## src/rtl/mmu_fault_pkg.sv

```systemverilog
package mmu_fault_pkg;
  typedef enum logic {
    SEL_STATUS = 1'b0,
    SEL_ADDR   = 1'b1
  } rd_sel_e;

  // bit positions of the fixed-width fields in the status word
  localparam int POS_VALID = 0;
  localparam int POS_OVW   = 1;
  localparam int POS_CLS   = 2;
  localparam int POS_PRIO  = 3;
endpackage

```

## src/rtl/mmu_fault_arb.sv

```systemverilog
module mmu_fault_arb #(
  parameter int PRIO_W = 3
) (
  input  logic              flt_vld,
  input  logic [PRIO_W-1:0] flt_prio,
  input  logic              flt_instr,
  input  logic              clr,
  input  logic              cur_valid,
  input  logic [PRIO_W-1:0] cur_prio,
  input  logic              cur_cls,
  output logic              accept,
  output logic              ovw_hit
);
  // a new fault wins unless the held one is valid and strictly higher
  function automatic logic may_replace(input logic held,
                                       input logic [PRIO_W-1:0] p_new,
                                       input logic [PRIO_W-1:0] p_old);
    return !held || (p_new >= p_old);
  endfunction

  logic              eff_valid;
  logic [PRIO_W-1:0] eff_prio;

  assign eff_valid = cur_valid && !clr;
  assign eff_prio  = clr ? '0 : cur_prio;
  assign accept    = flt_vld && may_replace(eff_valid, flt_prio, eff_prio);
  assign ovw_hit   = accept && eff_valid && (cur_cls == flt_instr);
endmodule

```

## src/rtl/mmu_fault_status_reg.sv

```systemverilog
module mmu_fault_status_reg #(
  parameter int TYPE_W = 3,
  parameter int PRIO_W = 3,
  parameter int LVL_W  = 2
) (
  input  logic              clk,
  input  logic              rst,
  input  logic              flt_vld,
  input  logic              clr,
  input  logic              accept,
  input  logic              ovw_hit,
  input  logic [TYPE_W-1:0] flt_type,
  input  logic [PRIO_W-1:0] flt_prio,
  input  logic              flt_instr,
  input  logic [LVL_W-1:0]  flt_lvl,
  output logic              valid_q,
  output logic              ovw_q,
  output logic              cls_q,
  output logic [PRIO_W-1:0] prio_q,
  output logic [TYPE_W-1:0] type_q,
  output logic [LVL_W-1:0]  lvl_q
);
  logic ovw_keep;
  assign ovw_keep = ovw_q && !clr;

  always_ff @(posedge clk) begin
    if (rst) begin
      valid_q <= 1'b0;
      ovw_q   <= 1'b0;
      cls_q   <= 1'b0;
      prio_q  <= '0;
      type_q  <= '0;
      lvl_q   <= '0;
    end else if (accept) begin
      valid_q <= 1'b1;
      ovw_q   <= ovw_keep || ovw_hit;
      cls_q   <= flt_instr;
      prio_q  <= flt_prio;
      type_q  <= flt_type;
      lvl_q   <= flt_lvl;
    end else if (clr) begin
      valid_q <= 1'b0;
      ovw_q   <= 1'b0;
      prio_q  <= '0;
    end
  end


  low_prio_kept_chk: assert property (@(posedge clk) disable iff (rst)
    (flt_vld && valid_q && !clr && (flt_prio < prio_q))
      |=> ($stable(prio_q) && $stable(type_q) && $stable(cls_q) && $stable(lvl_q)));


  read_clears_chk: assert property (@(posedge clk) disable iff (rst)
    (clr && !flt_vld) |=> (!valid_q && !ovw_q && (prio_q == '0)));


  ovw_needs_write_chk: assert property (@(posedge clk) disable iff (rst)
    !accept |=> !$rose(ovw_q));


  empty_takes_any_chk: assert property (@(posedge clk) disable iff (rst)
    (flt_vld && !valid_q) |=> (valid_q && (prio_q == $past(flt_prio))));
endmodule

```

## src/rtl/mmu_fault_addr_reg.sv

```systemverilog
module mmu_fault_addr_reg #(
  parameter int ADDR_W = 32
) (
  input  logic              clk,
  input  logic              rst,
  input  logic              flt_vld,
  input  logic              flt_instr,
  input  logic              accept,
  input  logic [ADDR_W-1:0] flt_addr,
  output logic [ADDR_W-1:0] far_q
);
  logic load;
  assign load = accept && !flt_instr;

  always_ff @(posedge clk) begin
    if (rst)       far_q <= '0;
    else if (load) far_q <= flt_addr;
  end


  instr_no_far_chk: assert property (@(posedge clk) disable iff (rst)
    (flt_vld && flt_instr) |=> $stable(far_q));


  reject_no_far_chk: assert property (@(posedge clk) disable iff (rst)
    !accept |=> $stable(far_q));


  data_loads_far_chk: assert property (@(posedge clk) disable iff (rst)
    (accept && !flt_instr) |=> (far_q == $past(flt_addr)));
endmodule

```

## src/rtl/mmu_fault_capture.sv

```systemverilog
module mmu_fault_capture #(
  parameter int TYPE_W = 3,
  parameter int PRIO_W = 3,
  parameter int LVL_W  = 2,
  parameter int ADDR_W = 32,
  localparam int STAT_W = 3 + PRIO_W + TYPE_W + LVL_W
) (
  input  logic              clk,
  input  logic              rst,
  input  logic              flt_vld,
  input  logic [TYPE_W-1:0] flt_type,
  input  logic [PRIO_W-1:0] flt_prio,
  input  logic              flt_instr,
  input  logic [LVL_W-1:0]  flt_lvl,
  input  logic [ADDR_W-1:0] flt_addr,
  input  logic              rd_en,
  input  logic              rd_sel,
  output logic [ADDR_W-1:0] rd_data,
  output logic [STAT_W-1:0] fsr_o,
  output logic [ADDR_W-1:0] far_o,
  output logic              ovw_o
);
  import mmu_fault_pkg::*;

  logic              clr, accept, ovw_hit;
  logic              valid_q, ovw_q, cls_q;
  logic [PRIO_W-1:0] prio_q;
  logic [TYPE_W-1:0] type_q;
  logic [LVL_W-1:0]  lvl_q;

  assign clr = rd_en && (rd_sel == SEL_STATUS);

  mmu_fault_arb #(.PRIO_W(PRIO_W)) u_arb (
    .flt_vld(flt_vld), .flt_prio(flt_prio), .flt_instr(flt_instr), .clr(clr),
    .cur_valid(valid_q), .cur_prio(prio_q), .cur_cls(cls_q),
    .accept(accept), .ovw_hit(ovw_hit)
  );

  mmu_fault_status_reg #(.TYPE_W(TYPE_W), .PRIO_W(PRIO_W), .LVL_W(LVL_W)) u_fsr (
    .clk(clk), .rst(rst), .flt_vld(flt_vld), .clr(clr), .accept(accept),
    .ovw_hit(ovw_hit), .flt_type(flt_type), .flt_prio(flt_prio),
    .flt_instr(flt_instr), .flt_lvl(flt_lvl), .valid_q(valid_q), .ovw_q(ovw_q),
    .cls_q(cls_q), .prio_q(prio_q), .type_q(type_q), .lvl_q(lvl_q)
  );

  mmu_fault_addr_reg #(.ADDR_W(ADDR_W)) u_far (
    .clk(clk), .rst(rst), .flt_vld(flt_vld), .flt_instr(flt_instr),
    .accept(accept), .flt_addr(flt_addr), .far_q(far_o)
  );

  assign fsr_o   = {lvl_q, type_q, prio_q, cls_q, ovw_q, valid_q};
  assign ovw_o   = ovw_q;
  assign rd_data = (rd_sel == SEL_STATUS) ? {{(ADDR_W-STAT_W){1'b0}}, fsr_o} : far_o;


  read_collide_chk: assert property (@(posedge clk) disable iff (rst)
    (clr && flt_vld) |=> (valid_q && !ovw_q));


  reset_zero_chk: assert property (@(posedge clk)
    rst |=> ((fsr_o == '0) && (far_o == '0) && !ovw_o));
endmodule

```

## config.mk

```make
export PLATFORM = sky130hd
export DESIGN_NAME = mmu_fault_capture
export DESIGN_NICKNAME = d
export VERILOG_FILES = /design/src/rtl/mmu_fault_pkg.sv /design/src/rtl/mmu_fault_arb.sv /design/src/rtl/mmu_fault_status_reg.sv /design/src/rtl/mmu_fault_addr_reg.sv /design/src/rtl/mmu_fault_capture.sv
export SDC_FILE = /design/constraint.sdc
export NUM_CORES = 1
export LEC_CHECK = 0
export BUFFER_PORTS_ARGS = -buffer_cell sky130_fd_sc_hd__buf_2
export CAP_MARGIN = 20
export CORE_ASPECT_RATIO = 0.7
export CORE_MARGIN = 4
export CORE_UTILIZATION = 39
export DETAILED_ROUTE_END_ITERATION = 10
export PLACE_DENSITY_LB_ADDON = 0.05
export SLEW_MARGIN = 20
export SYNTH_ARGS = -nofsm -noshare
export SYNTH_HDL_FRONTEND = slang
export SYNTH_SLANG_ARGS = --single-unit
```

## constraint.sdc

```tcl
create_clock -name clk -period 1.9 [get_ports clk]
set_clock_uncertainty 0.2 [all_clocks]
set_input_delay 0.095 -clock clk [delete_from_list [all_inputs] [get_ports clk]]
set_output_delay 0.095 -clock clk [all_outputs]
set_load 0.01 [all_outputs]
```

* Word level (Yosys, flattened, before mapping)
Cells that the tools add are included.
** Cells by class
- $lt $le $gt $ge :: 1
- Eq/ne operators :: 1
- Multiplexer cells :: 6
- Bitwise logic cells :: 1
- Reductions and logical operators :: 13
** Operator list (number)
- 2-to-1 mux 32 bit :: 1
- logical AND 1 bit :: 7
- 2-to-1 mux 3 bit :: 2
- >= comparator 3 bit :: 1
- logical NOT 1 bit :: 3
- 2-to-1 mux 1 bit :: 3
- logical OR 1 bit :: 2
- nonzero test 2 bit :: 1
- == test 1 bit :: 1
- NOT 1 bit :: 1
** Word-level totals
- Flip-flop bits (word level) :: 43
- Input bits :: 46
- Output and inout port bits :: 76
- Logic and storage cells :: 29

* Depth between registers and ports, before layout
- Depth after elaboration :: 11
- Mapped depth :: 11
- Mapped depth without buffers :: 7

* Cells and area by module
Synthesis repeated with hierarchy kept, for this count alone.
** Unflattened totals
- Cell total of the unflattened synthesis :: 240
- Area, all modules :: 2393.5 sq um
** By module, submodules not included
- mmu_fault_addr_reg :: instances 1, cells each 145, area each 1575.3 sq um, sequential area each 640.6 sq um
- mmu_fault_status_reg :: instances 1, cells each 40, area each 396.6 sq um, sequential area each 220.2 sq um
- mmu_fault_capture :: instances 1, cells each 39, area each 305.3 sq um, sequential area each 0.0 sq um
- mmu_fault_arb :: instances 1, cells each 16, area each 116.4 sq um, sequential area each 0.0 sq um

* Worst setup path after synthesis
OpenSTA, ideal clock, no wires.
- Path type :: input to register
- Start point :: in rd_sel
- End point :: reg u_far.far_q[0]
- Library setup time :: 0.117 ns
- Arrival time :: 1.715 ns
- Setup slack :: -0.132 ns
- Cell stages on the path :: 11
- Path buffers :: 4
- Cell sequence :: buf_6 -> nand2b_4 -> buf_4 -> nand2_1 -> ha_1 -> o21ai_1 -> a21oi_2 -> buf_6 -> o211a_4 -> buf_6 -> a22o_1
** On the way
- Word-level cells in the longest chain between the ends :: 8
** Ends and longest elaborated chain
- start, declared :: line mmu_fault_capture.sv:17 : input logic rd_sel,
- NOT 1 bit (*)
- logical AND 1 bit (*) :: line mmu_fault_capture.sv:31 : assign clr = rd_en && (rd_sel == SEL_STATUS);
- parallel branches: the longest is 3 deep, another holds >= comparator 3 bit
- logical OR 1 bit (*) :: line mmu_fault_arb.sv:18 : return !held || (p_new >= p_old);
- logical AND 1 bit (*) :: line mmu_fault_arb.sv:26 : assign accept = flt_vld && may_replace(eff_valid, flt_prio, eff_prio);
- logical AND 1 bit (*) :: line mmu_fault_addr_reg.sv:13 : assign load = accept && !flt_instr;
- end signal, assigned :: line mmu_fault_addr_reg.sv:17 : else if (load) far_q <= flt_addr;
- end, declared :: line mmu_fault_addr_reg.sv:10 : output logic [ADDR_W-1:0] far_q
Mark *: on every way between the ends.
A chain may end at the register's enable or synchronous reset.

* Worst setup path after layout
- Start point :: reg u_fsr.prio_q[0]
- End point :: reg u_far.far_q[6]
** On the way
- Word-level cells in the longest chain between the ends :: 5
** Ends and longest elaborated chain
- start, declared :: line mmu_fault_status_reg.sv:19 : output logic [PRIO_W-1:0] prio_q,
- start signal, assigned :: line mmu_fault_status_reg.sv:38 : prio_q <= flt_prio;
- 2-to-1 mux 3 bit
- >= comparator 3 bit :: line mmu_fault_arb.sv:18
- logical OR 1 bit :: line mmu_fault_arb.sv:18
- logical AND 1 bit :: line mmu_fault_arb.sv:26
- logical AND 1 bit :: line mmu_fault_addr_reg.sv:13
No other way between the ends.

==> results.md <==
- Worst setup timing slack at the placement stage: -0.208 ns
- Upper clock frequency limit: 524 MHz
- Post-route antenna net violation count: 0
- Clock Tree Root: clkbuf_8
- Height of the die: 69.1 µm
- Initial antenna violation count: 0
- Mean instance size in the synthesized netlist: 10.3 µm²
- Clock Path Buffers: 2
- Portion of the clock cycle consumed by the worst path in the final layout: 100%
- Tightest hold margin: 0.0161 ns
- Post-synth design cell area: 2080 µm²
- Wirelength, routed: 7020 µm
- Net count reported at finish: 422
- Worst Setup Slack, final: -0.00884 ns
- Final critical-path required period: 1.91 ns
- Total number of vias: 2267
- Kind of launch point of the worst setup path: register
- Top cells by area in the synthesized netlist: dfxtp_1, a22o_1, and2_1
- Outcome: complete, but fails checks
- Initial Util: 41.9%
- Sinks on the clock net: 43
- Violations in the final reports: negative setup slack
- Clock Latency Late Sink: 0.28 ns
- Number of core rows: 21
- Mapped Nets: 251
- GPL Wtd Cong: 0.796
- Core area: 4970 µm²
- Register clock-pin slew on the reported worst setup and hold paths: 0.08 ns
- Max IR drop VDD: 0.372 mV
- Class of the tightest hold or removal check: in -> reg
- Fraction of registers with async set/reset: 0%
- Largest net degree at the start of global routing: 34
- Proportion of layout cells with a drive suffix above 1: 49.1%
- Overall global routing resource usage: 21.1%
- Half-perimeter wire length after placement: 4320 µm
- Worst endpoint data arrival time: 1.89 ns
- Number of warning messages in the yosys log: 0
- Highest net fanout along the worst path: 16
- Number of flops mapped to enable cells by yosys: 0
- Number of buffers created by CTS: 5
- Kind of critical path: reg -> reg
- Level count of the clock H-tree: 2
- Number of distinct library cells after synthesis: 36
- End of the worst register-to-register path: u_far.far_q[6]$_SDFFE_PP0P_
- Global-route wire length before repair: 11200 µm
- Hold Vio Cnt, Final: 0
- Origin of the critical flop-to-flop path: u_fsr.prio_q[0]$_SDFF_PP0_
- Synthesized instance count: 202
- Number of buffers added on ports: 121
- DRC violations left: 0
- Post-synth top area cell: dfxtp_1
- Proportion of synthesized chip area in sequential cells: 41.4%
- CP Capture Point: u_far.far_q[6]$_SDFFE_PP0P_
- R2r setup slk: -0.009 ns
- Antenna cell count: 0
- Worst hold path stage count: 4
- Most numerous cell types in the synthesized netlist: dfxtp_1, a22o_1, and2_1
- Critical path endpoint category: register
- Drt wl/cell: 15.9 µm
- Count of boundary I/O pins: 122
- Maxcap violations: 0
- Number of cells on the worst reg-to-reg path: 8
- Startpoint of the worst setup timing path: u_fsr.prio_q[0]$_SDFF_PP0_
- Total global routing overflow: 0
- DRT Pass-1 Iters: 4
- Number of vias per cell: 5.13
- Width of the die: 95.3 µm
- RSZ-0062 raised after global routing: yes
- Number of failing setup endpoints in the final timing report: 10
- Number of synthesized register bits: 43
- Most repeated cell in the gate-level netlist after synthesis: dfxtp_1
- Vias in the first global route: 2271
- Full die area: 6580 µm²
- Synthesis-to-layout area growth: 65.6%
- Pleak: 1.74 nW
- Commonest register cell after synthesis: dfxtp_1
- Count of final max-slew check failures: 0
- Worst slew slack as a fraction of its limit: 65.7%
- Portion of synthesized cell area occupied by the leading cell type: 41.4%
- First DRT Iteration DRCs: 82
- Worst Max-Slew Pin Slew: 0.513 ns
- Required time at the worst-slack endpoint: 1.88 ns
- PwrDens: 677 nW/µm²
- CTS tree: yes
-- critical path, cell delays in order, from the launching register on --
cell and delay (ns):
dfxtp_2 0.32, and2_4 0.14, ha_4 0.27, nor2_4 0.04, a21oi_4 0.23, o31ai_4 0.10, buf_6 0.14, buf_16 0.15
a22o_1 0.20
-- cells in the final DEF, fill, tap and decap left out, drive strengths merged --
cell         count
a22o            33
o211a            4
nor3b            1
and2b            1
dlygate4sd3     36
o41ai            2
a32oi            5
nand2b           1
mux2i            1
o31ai            1
a21oi            4
and3             7
a311o            1
nand2           13
bufinv           1
buf            145
ha               3
xnor2            1
nor2             6
nor3             1
o2111ai          1
clkbuf           6
a211oi           4
inv              4
nand4            1
or4b             5
dfxtp           43
mux2            10
a221o            1
nand3            6
and2            22
o21ai            3
-- state kept, by name (all words and copies together) (netlist names) --
signal	count
u_fsr.prio_q	3
u_fsr.ovw_q	1
u_fsr.valid_q	1
u_fsr.type_q	3
u_far.far_q	32
u_fsr.cls_q	1
u_fsr.lvl_q	2
-- kinds of logic (layout without fill, tap and decap cells) --
| logic type | after synthesis | count (layout) | share of synthesized area, % |
|---|---|---|---|
| compound gates | 56 | 59 | 23.6 |
| xor+xnor | 1 | 1 | 0.421 |
| fa+ha+maj | 3 | 3 | 1.81 |
| buf+inv | 25 | 192 | 8.66 |
| flops | 43 | 43 | 41.4 |
| mux | 11 | 11 | 5.90 |
| simple gates | 63 | 64 | 18.2 |
-- per-stage QoR --
step	total power [mW]	area [µm²]	utilization (%)	cells	setup TNS (ns)
6_report	2.33	3440	69.3	442	-0.0311
5_1_grt	2.44	3440	69.3	442	-1.26
4_1_cts	2.33	3430	69.1	442	-0.475
3_5_place_dp	1.52	2810	56.5	389	-6.86
3_3_place_gp	1.52	2810	56.5	389	-5.79
2_1_floorplan	1.32	2140	-	202	-0.430
-- how the worst min path moves through the flow --
stage / to / from / slack (ns)
global route: u_fsr.type_q[2]$_SDFFE_PP0P_ / flt_type[2] / 0.02
finish: u_fsr.type_q[2]$_SDFFE_PP0P_ / flt_type[2] / 0.02
global placement: u_far.far_q[14]$_SDFFE_PP0P_ / flt_addr[14] / 0.10
CTS: u_fsr.type_q[2]$_SDFFE_PP0P_ / flt_type[2] / 0.01
floorplan: u_far.far_q[0]$_SDFFE_PP0P_ / flt_addr[0] / 0.02
detailed placement: u_far.far_q[13]$_SDFFE_PP0P_ / flt_addr[13] / 0.11
-- what timing repair did --
| action | 4_1_cts | 5_1_grt |
|---|---|---|
| setup endpoints to repair | 38 | 40 |
| pin swaps | 7 | 32 |
| resized for setup | 14 | 2 |
| gates cloned | 6 | 0 |
| hold buffers | 36 | 0 |
| buffers inserted | 4 | 0 |
| endpoints found under the hold margin | 36 | 0 |
-- power by group --
group | leakage (nW) | switching [mW] | total (mW) | internal, mW
registers | 0.354 | 0.0495 | 1.01 | 0.962
clock network | 0.0513 | 0.298 | 0.683 | 0.385
logic | 1.33 | 0.299 | 0.635 | 0.336
-- layer usage --
metal,global-route usage (%),part of all wire (%),wire length [µm],up-vias
met5,0,0,0,-
met4,5.12,0.91,64,0
li1,-,-,-,1099
met2,33.3,46,3210,106
met3,4.89,8.5,594,8
met1,28.9,45,3160,1054
-- cell type report --
cell class | instances | area, µm²
Fill cell | 401 | 1520
Timing Repair Buffer | 181 | 1190
Multi-Input combinational cell | 138 | 1180
Sequential cell | 43 | 865
Tap cell | 69 | 86.3
Clock buffer | 6 | 72.6
Clock inverter | 1 | 30.0
Inverter | 4 | 15.0
(Power assumes the default switching activity.)
